File: src/rtl/uart_fifo_pkg.sv
package uart_fifo_pkg;
  localparam int unsigned WORD_W = 9;
  localparam int unsigned QDEPTH = 4;
  typedef enum logic {REQ_ON_FILLED, REQ_ON_EMPTY} req_mode_e;
endpackage

File: src/rtl/fifo_core.sv
module fifo_core #(
  parameter int unsigned DEPTH = 4,
  parameter int unsigned WIDTH = 9,
  localparam int unsigned PTR_W = $clog2(DEPTH),
  localparam int unsigned CNT_W = $clog2(DEPTH + 1)
) (
  input  logic             clk,
  input  logic             rst,
  input  logic             push,
  input  logic [WIDTH-1:0] wdata,
  input  logic             pop,
  input  logic             flush,
  input  logic             err_clr,
  output logic [WIDTH-1:0] rdata,
  output logic [CNT_W-1:0] count,
  output logic             err,
  output logic             pop_ok
);
  logic [WIDTH-1:0] mem [DEPTH];
  logic [PTR_W-1:0] wr_ptr, rd_ptr;
  logic full, empty, push_ok, bad;

  assign full    = (count == CNT_W'(DEPTH));
  assign empty   = (count == '0);
  assign push_ok = push && !full && !flush;
  assign pop_ok  = pop && !empty && !flush;
  assign bad     = !flush && ((push && full) || (pop && empty));

  always_ff @(posedge clk) begin
    if (push_ok) mem[wr_ptr] <= wdata;
  end

  always_ff @(posedge clk) begin
    if (rst) begin
      rdata <= '0;
    end else if (pop_ok) begin
      rdata <= mem[rd_ptr];
    end
  end

  always_ff @(posedge clk) begin
    if (rst || flush) begin
      wr_ptr <= '0;
      rd_ptr <= '0;
      count  <= '0;
    end else begin
      if (push_ok) wr_ptr <= (wr_ptr == PTR_W'(DEPTH - 1)) ? '0 : wr_ptr + 1'b1;
      if (pop_ok)  rd_ptr <= (rd_ptr == PTR_W'(DEPTH - 1)) ? '0 : rd_ptr + 1'b1;
      case ({push_ok, pop_ok})
        2'b10:   count <= count + 1'b1;
        2'b01:   count <= count - 1'b1;
        default: count <= count;
      endcase
    end
  end

  always_ff @(posedge clk) begin
    if (rst)          err <= 1'b0;
    else if (bad)     err <= 1'b1;
    else if (err_clr) err <= 1'b0;
  end

  AST_COUNT_RANGE: assert property (@(posedge clk) disable iff (rst)
    count <= CNT_W'(DEPTH));
  AST_FLUSH_EMPTIES: assert property (@(posedge clk) disable iff (rst)
    flush |=> count == '0);
  AST_FULL_PUSH_HOLDS: assert property (@(posedge clk) disable iff (rst)
    (push && full && !pop && !flush) |=> (count == $past(count)) && err);
  AST_EMPTY_POP_HOLDS: assert property (@(posedge clk) disable iff (rst)
    (pop && empty && !flush) |=> $stable(rdata) && err);
  AST_ERR_STICKY: assert property (@(posedge clk) disable iff (rst)
    (err && !err_clr) |=> err);
endmodule

File: src/rtl/fifo_req.sv
module fifo_req
  import uart_fifo_pkg::*;
#(
  parameter int unsigned DEPTH = 4,
  parameter req_mode_e   MODE  = REQ_ON_FILLED,
  localparam int unsigned CNT_W = $clog2(DEPTH + 1),
  localparam int unsigned TH_W  = $clog2(DEPTH)
) (
  input  logic [CNT_W-1:0] count,
  input  logic [TH_W-1:0]  thresh,
  output logic             req
);
  logic [CNT_W-1:0] level;
  logic [CNT_W-1:0] need;

  generate
    if (MODE == REQ_ON_FILLED) begin : g_filled
      assign level = count;
    end else begin : g_empty
      assign level = CNT_W'(DEPTH) - count;
    end
  endgenerate

  assign need = CNT_W'(thresh) + 1'b1;
  assign req  = (level >= need);
endmodule

File: src/rtl/shreg_track.sv
module shreg_track #(
  parameter bit HAS_START = 1'b0
) (
  input  logic clk,
  input  logic rst,
  input  logic load,
  input  logic start,
  input  logic done,
  input  logic flush,
  output logic full
);
  logic started;
  logic flush_clr;

  generate
    if (HAS_START) begin : g_start
      always_ff @(posedge clk) begin
        if (rst)                    started <= 1'b0;
        else if (done || !full)     started <= 1'b0;
        else if (start)             started <= 1'b1;
      end
    end else begin : g_nostart
      assign started = 1'b0;
    end
  endgenerate

  assign flush_clr = flush && !started;

  always_ff @(posedge clk) begin
    if (rst)            full <= 1'b0;
    else if (flush_clr) full <= 1'b0;
    else if (load)      full <= 1'b1;
    else if (done)      full <= 1'b0;
  end

  AST_FLUSH_CLEARS_HOLD: assert property (@(posedge clk) disable iff (rst)
    (flush && !HAS_START) |=> !full);
  AST_LOAD_SETS_HOLD: assert property (@(posedge clk) disable iff (rst)
    (load && !flush) |=> full);
endmodule

File: src/rtl/uart_fifo_pair.sv
module uart_fifo_pair
  import uart_fifo_pkg::*;
#(
  parameter int unsigned DEPTH = QDEPTH,
  parameter int unsigned WIDTH = WORD_W,
  localparam int unsigned CNT_W = $clog2(DEPTH + 1),
  localparam int unsigned TH_W  = $clog2(DEPTH)
) (
  input  logic             clk,
  input  logic             rst,
  input  logic             rx_push,
  input  logic [WIDTH-1:0] rx_wdata,
  input  logic             rx_pop,
  output logic [WIDTH-1:0] rx_rdata,
  output logic [CNT_W-1:0] rx_count,
  input  logic [TH_W-1:0]  rx_thresh,
  output logic             rx_req,
  input  logic             rx_flush,
  output logic             rx_err,
  input  logic             rx_err_clr,
  input  logic             rx_sr_set,
  output logic             rx_sr_full,
  input  logic             tx_push,
  input  logic [WIDTH-1:0] tx_wdata,
  input  logic             tx_pop,
  output logic [WIDTH-1:0] tx_rdata,
  output logic [CNT_W-1:0] tx_count,
  input  logic [TH_W-1:0]  tx_thresh,
  output logic             tx_req,
  input  logic             tx_flush,
  output logic             tx_err,
  input  logic             tx_err_clr,
  input  logic             tx_sr_start,
  input  logic             tx_sr_done,
  output logic             tx_sr_full
);
  logic rx_pop_ok, tx_pop_ok;

  fifo_core #(.DEPTH(DEPTH), .WIDTH(WIDTH)) u_rxq (
    .clk(clk), .rst(rst), .push(rx_push), .wdata(rx_wdata), .pop(rx_pop),
    .flush(rx_flush), .err_clr(rx_err_clr), .rdata(rx_rdata),
    .count(rx_count), .err(rx_err), .pop_ok(rx_pop_ok));

  fifo_core #(.DEPTH(DEPTH), .WIDTH(WIDTH)) u_txq (
    .clk(clk), .rst(rst), .push(tx_push), .wdata(tx_wdata), .pop(tx_pop),
    .flush(tx_flush), .err_clr(tx_err_clr), .rdata(tx_rdata),
    .count(tx_count), .err(tx_err), .pop_ok(tx_pop_ok));

  fifo_req #(.DEPTH(DEPTH), .MODE(REQ_ON_FILLED)) u_rxreq (
    .count(rx_count), .thresh(rx_thresh), .req(rx_req));

  fifo_req #(.DEPTH(DEPTH), .MODE(REQ_ON_EMPTY)) u_txreq (
    .count(tx_count), .thresh(tx_thresh), .req(tx_req));

  shreg_track #(.HAS_START(1'b0)) u_rxsr (
    .clk(clk), .rst(rst), .load(rx_sr_set), .start(1'b0), .done(rx_push),
    .flush(rx_flush), .full(rx_sr_full));

  shreg_track #(.HAS_START(1'b1)) u_txsr (
    .clk(clk), .rst(rst), .load(tx_pop_ok), .start(tx_sr_start), .done(tx_sr_done),
    .flush(tx_flush), .full(tx_sr_full));

  AST_RX_UNUSED_POP: assert property (@(posedge clk) disable iff (rst)
    (rx_pop && !rx_pop_ok) |=> $stable(rx_rdata));
endmodule

File: config.mk
export PLATFORM = sky130hd
export DESIGN_NAME = uart_fifo_pair
export DESIGN_NICKNAME = d
export VERILOG_FILES = /design/src/rtl/uart_fifo_pkg.sv /design/src/rtl/fifo_core.sv /design/src/rtl/fifo_req.sv /design/src/rtl/shreg_track.sv /design/src/rtl/uart_fifo_pair.sv
export SDC_FILE = /design/constraint.sdc
export NUM_CORES = 1
export LEC_CHECK = 0
export CORE_MARGIN = 1
export CORE_UTILIZATION = 54
export DETAILED_ROUTE_END_ITERATION = 12
export PLACE_DENSITY = 0.9
export SYNTH_ARGS = -nofsm -noshare
export SYNTH_HDL_FRONTEND = slang
export SYNTH_SLANG_ARGS = --single-unit
File: constraint.sdc
create_clock -name clk -period 3.6 [get_ports clk]
set_input_delay 0.72 -clock clk [delete_from_list [all_inputs] [get_ports clk]]
set_output_delay 0.72 -clock clk [all_outputs]
set_load 0.02 [all_outputs]
# Yosys cells after proc, flatten, opt, wreduce, memory -nomap -nowiden
# Memories as Yosys holds them, arrays and structs flattened. A register that Yosys moved wholly into a read port is not among the register bits.
# Index checks and enable logic that the tools add are counted.
# op_classes
add_sub_neg	11
magnitude_cmp	2
eq_ne	10
n_mux	18
n_reduce_logical	39
# ops
operator	count
$logic_and A1 B1 Y1	15
$eq A2 B2 Y1 const B	6
$mux W1	12
$pmux W3 S2	2
$reduce_bool A2 Y1	6
$add A2 B1 Y2 const B	4
$logic_not A1 Y1	8
$mux W2	4
$add A2 B1 Y3 const B	2
$add A3 B1 Y3 const B	2
$eq A3 B3 Y1 const B	2
$ge A3 B3 Y1	2
$logic_not A3 Y1	2
$reduce_or A2 Y1	3
$sub A3 B1 Y3 const B	2
$logic_or A1 B1 Y1	5
$eq A2 B1 Y1 const B	2
$sub A3 B3 Y3 const A	1
# word_totals
reg_bits	19
mem_bits_rw	72
output_inout_bits	30
mem_count	2
# memory_table
name	depth	word_bits	rd	rd_clocked_by_memory_dff	wr	line_no	rtl
u_rxq.mem	4	9	1	1	1	fifo_core.sv:19	logic [WIDTH-1:0] mem [DEPTH];
u_txq.mem	4	9	1	1	1	fifo_core.sv:19	

# Longest topological paths before layout
# Gate-level depths: netlist of the first run.
# depth
ltp_word	6
mapped_depth	12
mapped_depth_nobuf	12

# Hierarchy
# Synthesis of the first run repeated with hierarchy kept, for this count alone.
# unflattened
cells_unflattened	336
hier_area_um2	4659.5
# modules_own_cells
mod	instances	cells_per_inst	area_each_um2	seq_area_each_um2
fifo_core at u_txq	1	148	2165.8	1421.4
fifo_core at u_rxq	1	148	2164.6	1421.4
fifo_req at u_txreq	1	15	110.1	0.0
fifo_req at u_rxreq	1	12	85.1	0.0
shreg_track at u_txsr	1	8	85.1	40.0
shreg_track at u_rxsr	1	4	45.0	20.0
uart_fifo_pair	1	1	3.8	0.0

# Worst setup path before layout of the first run
# No wires, ideal clock.
# synth_path
kind	register to register
from	register u_txq.count[0]
to	register u_txq.count[2]
setup_time_ns	0.070
arrival_ns	2.677
t_required_ns	3.530
setup_slack_ns	0.853
path_stages_with_launch	12
n_path_buf	0
period_less_slack_ns	2.747
cell_sequence	dfxtp_1 inv_1 ha_1 ha_1 or3b_1 clkinv_1 ha_1 inv_1 fa_1 xor2_1 or3_1 a21oi_1
# synth_via
elab_chain_len	6
elab_cells_between_ends	14
classes_between	add/sub (2); eq/ne (3); mux (1); reduce/logical (8)
# synth_rtl
element	line_no	rtl
start, declared	fifo_core.sv:15	output logic [CNT_W-1:0] count,
start signal, assigned	fifo_core.sv:50	2'b10: count <= count + 1'b1;
start signal, assigned	fifo_core.sv:51	2'b01: count <= count - 1'b1;
start signal, assigned	fifo_core.sv:52	default: count <= count;
$logic_not A3 Y1 (*)	fifo_core.sv:24	assign empty = (count == '0);
$logic_not A1 Y1 (*)	fifo_core.sv:26	assign pop_ok = pop && !empty && !flush;
$logic_and A1 B1 Y1 (*) (2 in series)	fifo_core.sv:26	
named net tx_pop_ok	uart_fifo_pair.sv:37	logic rx_pop_ok, tx_pop_ok;
$eq A2 B1 Y1 / $eq A2 B2 Y1 (equally long branches)	fifo_core.sv:49	case ({push_ok, pop_ok})
$pmux W3 S2 / $reduce_bool A2 Y1 (equally long branches)	n/a	
# Mark *: on every way through the listed nets, which the timed path passes. The rest lies on a longest branch.
# A chain may end at the register's enable or synchronous reset.

# Worst setup path after layout of the first run
# layout_path
from	input port rx_thresh[0]
to	output port rx_req
# layout_via
elab_chain_len	2
# layout_rtl
element	line_no	rtl
start, declared	uart_fifo_pair.sv:16	input logic [TH_W-1:0] rx_thresh,
$add A2 B1 Y3	fifo_req.sv:24	assign need = CNT_W'(thresh) + 1'b1;
$ge A3 B3 Y1	fifo_req.sv:25	assign req = (level >= need);
end, declared	uart_fifo_pair.sv:17	output logic rx_req,
# No other way between the ends.

==> results of run 1 <==
==> through the flow <==
stage	setup slack (ps)	std cells	utilization (%)	cell area, um^2	total power [uW]
floorplan	853.3	324	-	4583	1469
global placement	322.9	484	64.70	5316	1545
detailed placement	279.1	484	64.70	5316	1558
CTS	266.0	500	66.91	5498	2234
global route	206.7	500	66.91	5498	2300
finish	268.5	500	66.91	5498	2231
==> area by class of cell <==
cell class / instances / area [um^2]
sequential: 109 / 2903
fill: 571 / 2719
multi-input combinational: 179 / 1525
timing repair buffer: 68 / 670.6
tap: 105 / 131.4
clock buffer: 9 / 123.9
inverter: 23 / 86.33
clock inverter: 7 / 57.56
==> cells by family (layout without fill, tap and decap cells) <==
logic type,Yosys count,after routing,synth area share (%)
flops,109,109,63.34
simple gates,77,77,8.763
compound gates,50,50,5.924
buf+inv,36,107,3.385
fa+ha+maj,25,25,7.153
mux,23,23,10.67
xor+xnor,4,4,0.7643
==> layout by cell type (no fill, tap or decap), types with 4 or more instances in the layout <==
| cell type | instances |
|---|---|
| and2_1 | 8 |
| clkbuf_8 | 9 |
| dfxtp_1 | 37 |
| clkdlybuf4s50_1 | 64 |
| edfxtp_1 | 72 |
| mux4_2 | 9 |
| inv_1 | 22 |
| nand2_1 | 18 |
| ha_1 | 23 |
| mux2i_1 | 5 |
| o21ai_0 | 14 |
| mux4_1 | 9 |
| a21oi_1 | 28 |
| buf_4 | 4 |
| nor2b_1 | 4 |
| a21o_1 | 4 |
| nor2_1 | 16 |
| xor2_1 | 4 |
| nand2b_1 | 6 |
| nand3_1 | 10 |
==> power by group <==
part / switching (uW) / total (uW) / internal [uW]
combinational: 82.7 / 168 / 85.0
clock: 439 / 702 / 263
sequential: 10.1 / 1360 / 1350
==> critical path, delay by kind of cell <==
kind / cells / cell delay, ps
buf+inv: 3 / 1000
fa+ha+maj: 2 / 560
compound gates: 2 / 340
==> path summary, 6_finish.rpt <==
check	to	start	slack [ps]
setup reg to reg	u_txq.count[2]$_SDFFE_PP0P_	u_txq.count[0]$_SDFFE_PP0P_	720
hold / removal	u_txq.rdata[8]$_SDFFE_PP0P_	u_txq.rdata[8]$_SDFFE_PP0P_	470
setup / recovery	rx_req	rx_thresh[0]	270
hold reg to reg	u_txq.rdata[8]$_SDFFE_PP0P_	u_txq.rdata[8]$_SDFFE_PP0P_	470
==> registers in the layout, summed over array words and instances, names as in the netlist, 2 cells and up <==
register,flops
u_txq.count,3
u_txq.rd_ptr,2
u_rxq.rdata,9
u_txq.wr_ptr,2
u_rxq.count,3
u_txq.mem,36
u_rxq.wr_ptr,2
u_rxq.rd_ptr,2
u_txq.rdata,9
u_rxq.mem,36
==> metal layers <==
layer / track usage [%] / wire length [um] / vias up
met5: 0 / 0 / -
met4: 8.205 / 152 / 0
met3: 4.693 / 427 / 14
met2: 37.10 / 4639 / 86
met1: 28.15 / 3826 / 1385
li1: - / - / 1314
==> flow_summary.json, run 1 <==
{
  "status": "completed",
  "drt-vias-per-instance": 5.598,
  "hold_viol": 0,
  "worst_pin_slew_ps": 684.8,
  "drt-pass1-iter-count": 4,
  "grt_pass1_vias": 2828,
  "cts.sinks": 109,
  "setup_tns_ps": 0,
  "core-area_um2": 8217,
  "drt_iter0_drc": 186,
  "cts_hold_buf": 0,
  "cp_max_fo": 2,
  "hold_class": "reg2reg",
  "grt_pass1_wl_mm": 14.19,
  "gr-total-overflow": 0,
  "die_h_um": 94.13,
  "post_cts_buffers": 0,
  "cts_max_level": 3,
  "drc": 0,
  "die_w_um": 94.13,
  "max_stage_delay_ps": 530,
  "async_reset_ff_share_pct": 0,
  "power.density_nw_per_um2": 405.8,
  "crit_type": "in2out",
  "final_nets": 450,
  "finalClockSkew_ps": 14.50,
  "worstPathArrival_ps": 2610,
  "n_antenna_cell": 0,
  "ys_seq_area_share_pct": 63.34,
  "ant_nets": 0,
  "period_needed_ps": 3332,
  "max_cap_viol_count": 0,
  "cts_tree": "yes",
  "synth.top_cell.area_share_pct": 47.17,
  "wl_per_cell_um": 18.09,
  "min_delay_path_depth": 2,
  "worstSkewPairLatency_ps": 380,
  "synth_nets": 384,
  "yosys_warnings": 0,
  "ir_worst_vdd_uv": 244.2,
  "grt_max_degree": 25,
  "synthMostInstantiatedCell": "edfxtp_1",
  "netlist_area_um2": 4583,
  "rows": 33,
  "vias": 2799,
  "synth_edf_count": 72,
  "dp_hpwl_mm": 6.245,
  "grtUsageTotal_pct": 22.08,
  "crit_chain": "clkdlybuf4s50_1 -> ha_1 -> inv_1 -> ha_1 -> a21o_1 -> a21o_1 -> clkdlybuf4s50_1",
  "top_level_ports": 65,
  "start_util_pct": 55.78,
  "dieArea_um2": 8860,
  "hold_slack_ps": 467.5,
  "yosys.area.top_type": "edfxtp_1",
  "place.gp.congestion": 0.7249,
  "crit_slowest_cell": "clkdlybuf4s50_1",
  "startpoint_type": "primary input",
  "wl_mm": 9.046,
  "clk_path_buf_depth": 2,
  "syn_inst": 324,
  "cts_resized": 0,
  "synth_area_leaders": "edfxtp_1, dfxtp_1, ha_1",
  "critical_path_required_ps": 2880,
  "port_buffers": 64,
  "cp-end-kind": "output pin",
  "synthFlopType": "edfxtp_1",
  "synth.distinct_cells": 36,
  "cts_root_buffer": "clkbuf_8",
  "period_share_pct": 92.54,
  "fmax_mhz": 300.2,
  "yosys-top-cells-count": "edfxtp_1, dfxtp_1, a21oi_1, ha_1, inv_1",
  "final_layout_size_suffix_gt1_share_pct": 8.354,
  "path_clk_slew_ps": 100,
  "report.final.slew_viol_count": 0,
  "leakage_uw": 0.001874,
  "synth-seq-cells": 109,
  "syn_area_per_cell_um2": 14.15,
  "setup_viol": 0,
  "grt_antenna_before_repair": 0,
  "syn_to_final_growth_pct": 19.96,
  "slew_headroom_pct": 54.28,
  "cts_made_buffers": 9,
  "r2r_cells": 11,
  "rsz0062_at_grt": "no"
}
No activity file was read; power rests on OpenSTA's default activity.
==> run 2: changes to the inputs <==
--- a/config.mk
+++ b/config.mk
@@ -5,10 +5,11 @@
 export SDC_FILE = /design/constraint.sdc
 export NUM_CORES = 1
 export LEC_CHECK = 0
-export CORE_MARGIN = 1
-export CORE_UTILIZATION = 54
+export ABC_AREA = 1
+export CORE_MARGIN = 10
+export CORE_UTILIZATION = 55
 export DETAILED_ROUTE_END_ITERATION = 12
-export PLACE_DENSITY = 0.9
+export PLACE_DENSITY_LB_ADDON = 0.2
 export SYNTH_ARGS = -nofsm -noshare
 export SYNTH_HDL_FRONTEND = slang
 export SYNTH_SLANG_ARGS = --single-unit
==> run 2 against run 1 <==
Net effect: clock power down 3%; synthesized cell count increased by 63%; clock skew is 4.7 ps lower; register-to-register slack gained 480 ps; die area rose by 49%; utilization about the same; first-iteration DRC count fell by 16%; power up 1.5%; sequential power about the same; maximum frequency is 0.35% lower; sequential share of layout area fell by 3.1 points; setup slack worse by 12 ps; critical path type unchanged; largest cell class unchanged; largest power group unchanged; highest routed layer unchanged.
==> flow_summary.json, run 2 <==
{
  "grtUsageTotal_pct": 14.83,
  "n_antenna_cell": 0,
  "grt_max_degree": 23,
  "min_delay_path_depth": 2,
  "vias": 3494,
  "setup_tns_ps": 0,
  "cp_max_fo": 2,
  "hold_class": "reg2reg",
  "synthAdderAreaFrac_pct": 6.645,
  "final_nets": 660,
  "crit_chain": "clkdlybuf4s50_1 -> ha_1 -> inv_1 -> ha_1 -> nand2_1 -> o211ai_1 -> clkdlybuf4s50_1",
  "wl_per_cell_um": 13.31,
  "yosys_warnings": 0,
  "path_clk_slew_ps": 100,
  "fmax_mhz": 299.1,
  "power.density_nw_per_um2": 388.0,
  "rr_startpoint": "u_txq.count[0]$_SDFFE_PP0P_",
  "syn_inst": 529,
  "drt-vias-per-instance": 4.900,
  "worstPathArrival_ps": 2620,
  "cts_made_buffers": 9,
  "leakage_uw": 0.002557,
  "crit_slowest_cell": "clkdlybuf4s50_1",
  "p_clk_share_pct": 30.2,
  "synth-compound-area-share_pct": 3.652,
  "synth_nets": 589,
  "cts_tree": "yes",
  "dp_slack_ps": 246.3,
  "synthSimpleGateAreaFrac_pct": 20.90,
  "synthMuxAreaShare_pct": 0,
  "netSwitchingFraction_pct": 24.18,
  "r2r_cells": 15,
  "period_needed_ps": 3343,
  "report.final.slew_viol_count": 0,
  "critical_path_required_ps": 2880,
  "ir_worst_vdd_uv": 249.0,
  "finalClockSkew_ps": 9.773,
  "synth.top_cell.area_share_pct": 43.82,
  "rows": 34,
  "syn_to_final_growth_pct": 18.34,
  "dieArea_um2": 13160,
  "p_comb_share_pct": 9.4,
  "grt_pass1_wl_mm": 15.70,
  "grt_antenna_before_repair": 0,
  "die_h_um": 114.7,
  "synth_xor_area_share_pct": 0,
  "cp-end-kind": "output pin",
  "cts_root_buffer": "clkbuf_8",
  "drt_iter0_drc": 157,
  "yosys-top-cells-count": "nand2_1, inv_1, edfxtp_1, nor2_1, nand3_1",
  "syn_area_per_cell_um2": 9.326,
  "grt_pass1_vias": 3372,
  "final_layout_size_suffix_gt1_share_pct": 5.950,
  "worst_pin_slew_ps": 763.6,
  "total_power_uw": 2265,
  "clk_path_buf_depth": 2,
  "synth_area_leaders": "edfxtp_1, dfxtp_1, nand2_1",
  "core-area_um2": 8721,
  "synth.distinct_cells": 25,
  "min_from": "u_rxq.err$_SDFFE_PP0P_",
  "fin_ws_ps": 256.7,
  "slew_headroom_pct": 49.02,
  "drt-pass1-iter-count": 4,
  "p_switching_uw": 547.8,
  "rsz0062_at_grt": "no",
  "wl_mm": 9.490,
  "post_cts_buffers": 0,
  "gr-total-overflow": 0,
  "synth_top_family_by_area": "simple AND/OR/NAND/NOR gates",
  "status": "completed",
  "cts.sinks": 109,
  "start_util_pct": 56.57,
  "crit_type": "in2out",
  "port_buffers": 64,
  "place.gp.congestion": 0.7933,
  "hold_viol": 0,
  "power_frac_seq_pct": 60.4,
  "cts_max_level": 3,
  "max_stage_delay_ps": 630,
  "fill_cells": 685,
  "intPower_uw": 1718,
  "dp_hpwl_mm": 6.758,
  "mostFrequentLayoutCells": "nand2_1, inv_1, edfxtp_1",
  "synth_edf_count": 72,
  "synthFlopType": "edfxtp_1",
  "synth-seq-cells": 109,
  "top_regs": "u_rxq.mem: 36 flops, u_txq.mem: 36 flops",
  "synthMostInstantiatedCell": "nand2_1",
  "async_reset_ff_share_pct": 0,
  "final_common_cell": "nand2_1",
  "max_cap_viol_count": 0,
  "top_level_ports": 65,
  "cts_resized": 0,
  "yosys.area.top_type": "edfxtp_1",
  "startpoint_type": "primary input",
  "cts_hold_buf": 0,
  "worstSkewPairLatency_ps": 360,
  "critPathLaunch": "tx_thresh[0]",
  "period_share_pct": 92.87,
  "drc": 0,
  "ant_nets": 0,
  "die_w_um": 114.7,
  "netlist_area_um2": 4933,
  "setup_viol": 0,
  "ys_seq_area_share_pct": 58.84
}
[run 2: area by class of cell]
cell class / count / area (um^2) / area share [%]
flip-flops and latches: 109 / 2903 / 49.72
multi-input cells: 308 / 1539 / 26.36
repair buffers: 73 / 708.2 / 12.13
inverters: 99 / 371.6 / 6.365
well taps: 108 / 135.1 / 2.315
clock buffers: 9 / 123.9 / 2.122
clock inverters: 7 / 57.56 / 0.9859
[run 2: kinds of logic (layout without fill, tap and decap cells)]
| group | count (synthesis) | count (layout) |
|---|---|---|
| fa+ha+maj | 25 | 25 |
| buf+inv | 112 | 188 |
| flops | 109 | 109 |
| simple gates | 248 | 248 |
| compound gates | 35 | 35 |
[run 2: power groups by stage]
stage	Clock [uW]	Combinational (uW)	Sequential, uW
floorplan	0	101	1410
global placement	0	208	1400
detailed placement	0	215	1400
CTS	705	216	1370
global route	758	237	1370
finish	684	212	1370
[run 2: path summary, 6_finish.rpt]
path / end / slack, ps
max reg2reg: u_txq.count[2]$_SDFFE_PP0P_ / 1200
min: u_rxq.err$_SDFFE_PP0P_ / 480
max: tx_req / 260
min reg2reg: u_rxq.err$_SDFFE_PP0P_ / 480
[run 2: stage by stage]
| step | area [um^2] | util, % | instances | hold WS, ps |
|---|---|---|---|---|
| 6_report | 5838 | 66.94 | 713 | 480.0 |
| 3_3_place_gp | 5657 | 64.86 | 697 | 458.4 |
| 2_1_floorplan | 4933 | - | 529 | 468.4 |
| 5_1_grt | 5838 | 66.94 | 713 | 501.3 |
| 4_1_cts | 5838 | 66.94 | 713 | 483.8 |
| 3_5_place_dp | 5657 | 64.86 | 697 | 461.4 |
[run 2: critical path: cells and delay by family]
kind,cells,cell delay (ps)
buffers and inverters,3,1110
adders and majority gates,2,580
AOI/OAI and AO/OA,1,150
and+or+nand+nor,1,50
[run 2: per-layer routing]
| metal | part of all wire, % | global-route usage (%) |
|---|---|---|
| met4 | 1.2 | 4.538 |
| met5 | 0 | 0 |
| met1 | 41 | 16.62 |
| met2 | 53 | 26.43 |
| met3 | 4.5 | 4.507 |
==> run 3: changes to the inputs <==
--- a/config.mk
+++ b/config.mk
@@ -7,7 +7,7 @@
 export LEC_CHECK = 0
 export ABC_AREA = 1
 export CORE_MARGIN = 10
-export CORE_UTILIZATION = 55
+export CORE_UTILIZATION = 50
 export DETAILED_ROUTE_END_ITERATION = 12
 export PLACE_DENSITY_LB_ADDON = 0.2
 export SYNTH_ARGS = -nofsm -noshare
==> constraint.sdc (replaced) <==
create_clock -name clk -period 2.9 [get_ports clk]
set_input_delay 0.58 -clock clk [delete_from_list [all_inputs] [get_ports clk]]
set_output_delay 0.58 -clock clk [all_outputs]
set_load 0.02 [all_outputs]
==> run 3 against run 2 <==
Net effect: final cell count up 4.2%; via count up 0.43%; utilization down 6.1 points; power up 23%; first-iteration DRC count up 7.6%; cell area up 0.88%; register-to-register slack worse by 630 ps.
==> flow_summary.json, run 3 (synthesis results as in run 2) <==
{
  "mostFrequentLayoutCells": "nand2_1, inv_1, edfxtp_1",
  "period_needed_ps": 2767,
  "final_common_cell": "nand2_1",
  "period_share_pct": 95.41,
  "rows": 36,
  "setup_tns_ps": 0,
  "critical_path_required_ps": 2320,
  "worstSkewPairLatency_ps": 360,
  "leakage_uw": 0.002574,
  "fmax_mhz": 361.4,
  "crit_type": "in2out",
  "startpoint_type": "primary input",
  "start_util_pct": 50.94,
  "setup_viol": 0,
  "drc": 0,
  "wl_per_cell_um": 13.28,
  "grt_pass1_vias": 3501,
  "top_level_ports": 65,
  "power.density_nw_per_um2": 471.4,
  "cts_made_buffers": 9,
  "grt_pass1_wl_mm": 16.19,
  "clk_path_buf_depth": 2,
  "gr-total-overflow": 0,
  "max_cap_viol_count": 0,
  "rsz0062_at_grt": "no",
  "hold_viol": 0,
  "core-area_um2": 9684,
  "worst_pin_slew_ps": 537.2,
  "ir_worst_vdd_uv": 350.4,
  "die_w_um": 119.3,
  "final_nets": 665,
  "port_buffers": 64,
  "grt_max_degree": 22,
  "dp_cells": 727,
  "drt-pass1-iter-count": 4,
  "path_clk_slew_ps": 80,
  "worstPathArrival_ps": 2190,
  "final_layout_size_suffix_gt1_share_pct": 6.393,
  "top_regs": "u_rxq.mem: 36 flops, u_txq.mem: 36 flops",
  "cts.sinks": 109,
  "cts_root_buffer": "clkbuf_8",
  "hold_class": "reg2reg",
  "wl_mm": 9.868,
  "cp_max_fo": 2,
  "cts_hold_buf": 0,
  "total_power_uw": 2776,
  "fin_ws_ps": 133.0,
  "vias": 3509,
  "status": "completed",
  "cp-end-kind": "output pin",
  "fill_cells": 810,
  "grt_antenna_before_repair": 0,
  "drt_iter0_drc": 169,
  "finalClockSkew_ps": 12.68,
  "cts_max_level": 3,
  "ant_nets": 0,
  "die_h_um": 119.3,
  "cts_tree": "yes",
  "drt-vias-per-instance": 4.723,
  "syn_to_final_growth_pct": 19.38,
  "dieArea_um2": 14240,
  "place.gp.congestion": 0.7865,
  "dp_slack_ps": -165.6,
  "fin_cells": 743,
  "grtUsageTotal_pct": 13.87,
  "n_antenna_cell": 0,
  "slew_headroom_pct": 64.05,
  "dp_hpwl_mm": 7.128,
  "report.final.slew_viol_count": 0
}
-- run 3: cell count changes in the layout (fill, tap and decap cells not counted), sizes merged --
cell | previous run | this run
dlygate4sd2 | 0 | 1
clkdlybuf4s50 | 64 | 62
clkbuf | 9 | 14
inv | 100 | 97
buf | 9 | 14
clkinv | 5 | 4
-- run 3: layout make-up --
| cell class | instances | area (um^2) | share of cell area (%) |
|---|---|---|---|
| Sequential cell | 109 | 2903 | 49.29 |
| Multi-Input combinational cell | 308 | 1539 | 26.13 |
| Tap cell | 133 | 166.4 | 2.826 |
| Timing Repair Buffer | 78 | 739.5 | 12.56 |
| Clock inverter | 3 | 21.27 | 0.3612 |
| Clock buffer | 13 | 148.9 | 2.528 |
| Inverter | 99 | 371.6 | 6.310 |
-- run 3: where the power goes --
group | leakage (uW) | switching (uW) | internal [uW] | total (uW)
Sequential | 0.000954 | 13.5 | 1680 | 1700
Clock | 0.0000836 | 476 | 338 | 814
Combinational | 0.00154 | 145 | 120 | 265
-- run 3: metrics by stage --
step                hold WS, ps  utilization, %  cell area (um^2)
finish                    478.9           60.81              5889
global route              498.7           60.81              5889
CTS                       478.0           60.85              5893
detailed placement        463.7           59.12              5725
global placement          458.4           59.12              5725
floorplan                 468.4               -              4933
-- run 3: repair_timing --
| item | CTS | global route |
|---|---|---|
| gates resized for setup | 2 | 2 |
| buffers inserted | 0 | 0 |
| endpoints found under the hold margin | 0 | 0 |
| endpoints found under the setup margin | 2 | 1 |
-- run 3: critical path, stage by stage --
cell and delay, ps:
clkdlybuf4s50_1 430, ha_1 290, inv_1 40, ha_1 270, nand2_1 60, o211ai_1 160, dlygate4sd2_1 360
-- run 3: metal layers --
layer | vias to the layer above | wire length (um) | track usage [%]
met5 | - | 0 | 0
met4 | 0 | 189 | 4.977
met3 | 20 | 410 | 3.968
met2 | 63 | 5233 | 26.31
met1 | 1607 | 4035 | 14.11
li1 | 1819 | - | -
-- run 3: path summary, 6_finish.rpt --
check,from,endpoint,slack (ps),depth (start not counted)
worst max-delay path,rx_thresh[0],rx_req,130,7
worst min-delay path,u_txq.err$_SDFFE_PP0P_,u_txq.err$_SDFFE_PP0P_,480,2
worst max register to register,u_txq.count[0]$_SDFFE_PP0P_,u_txq.count[2]$_SDFFE_PP0P_,570,15
worst min register to register,u_txq.err$_SDFFE_PP0P_,u_txq.err$_SDFFE_PP0P_,480,2
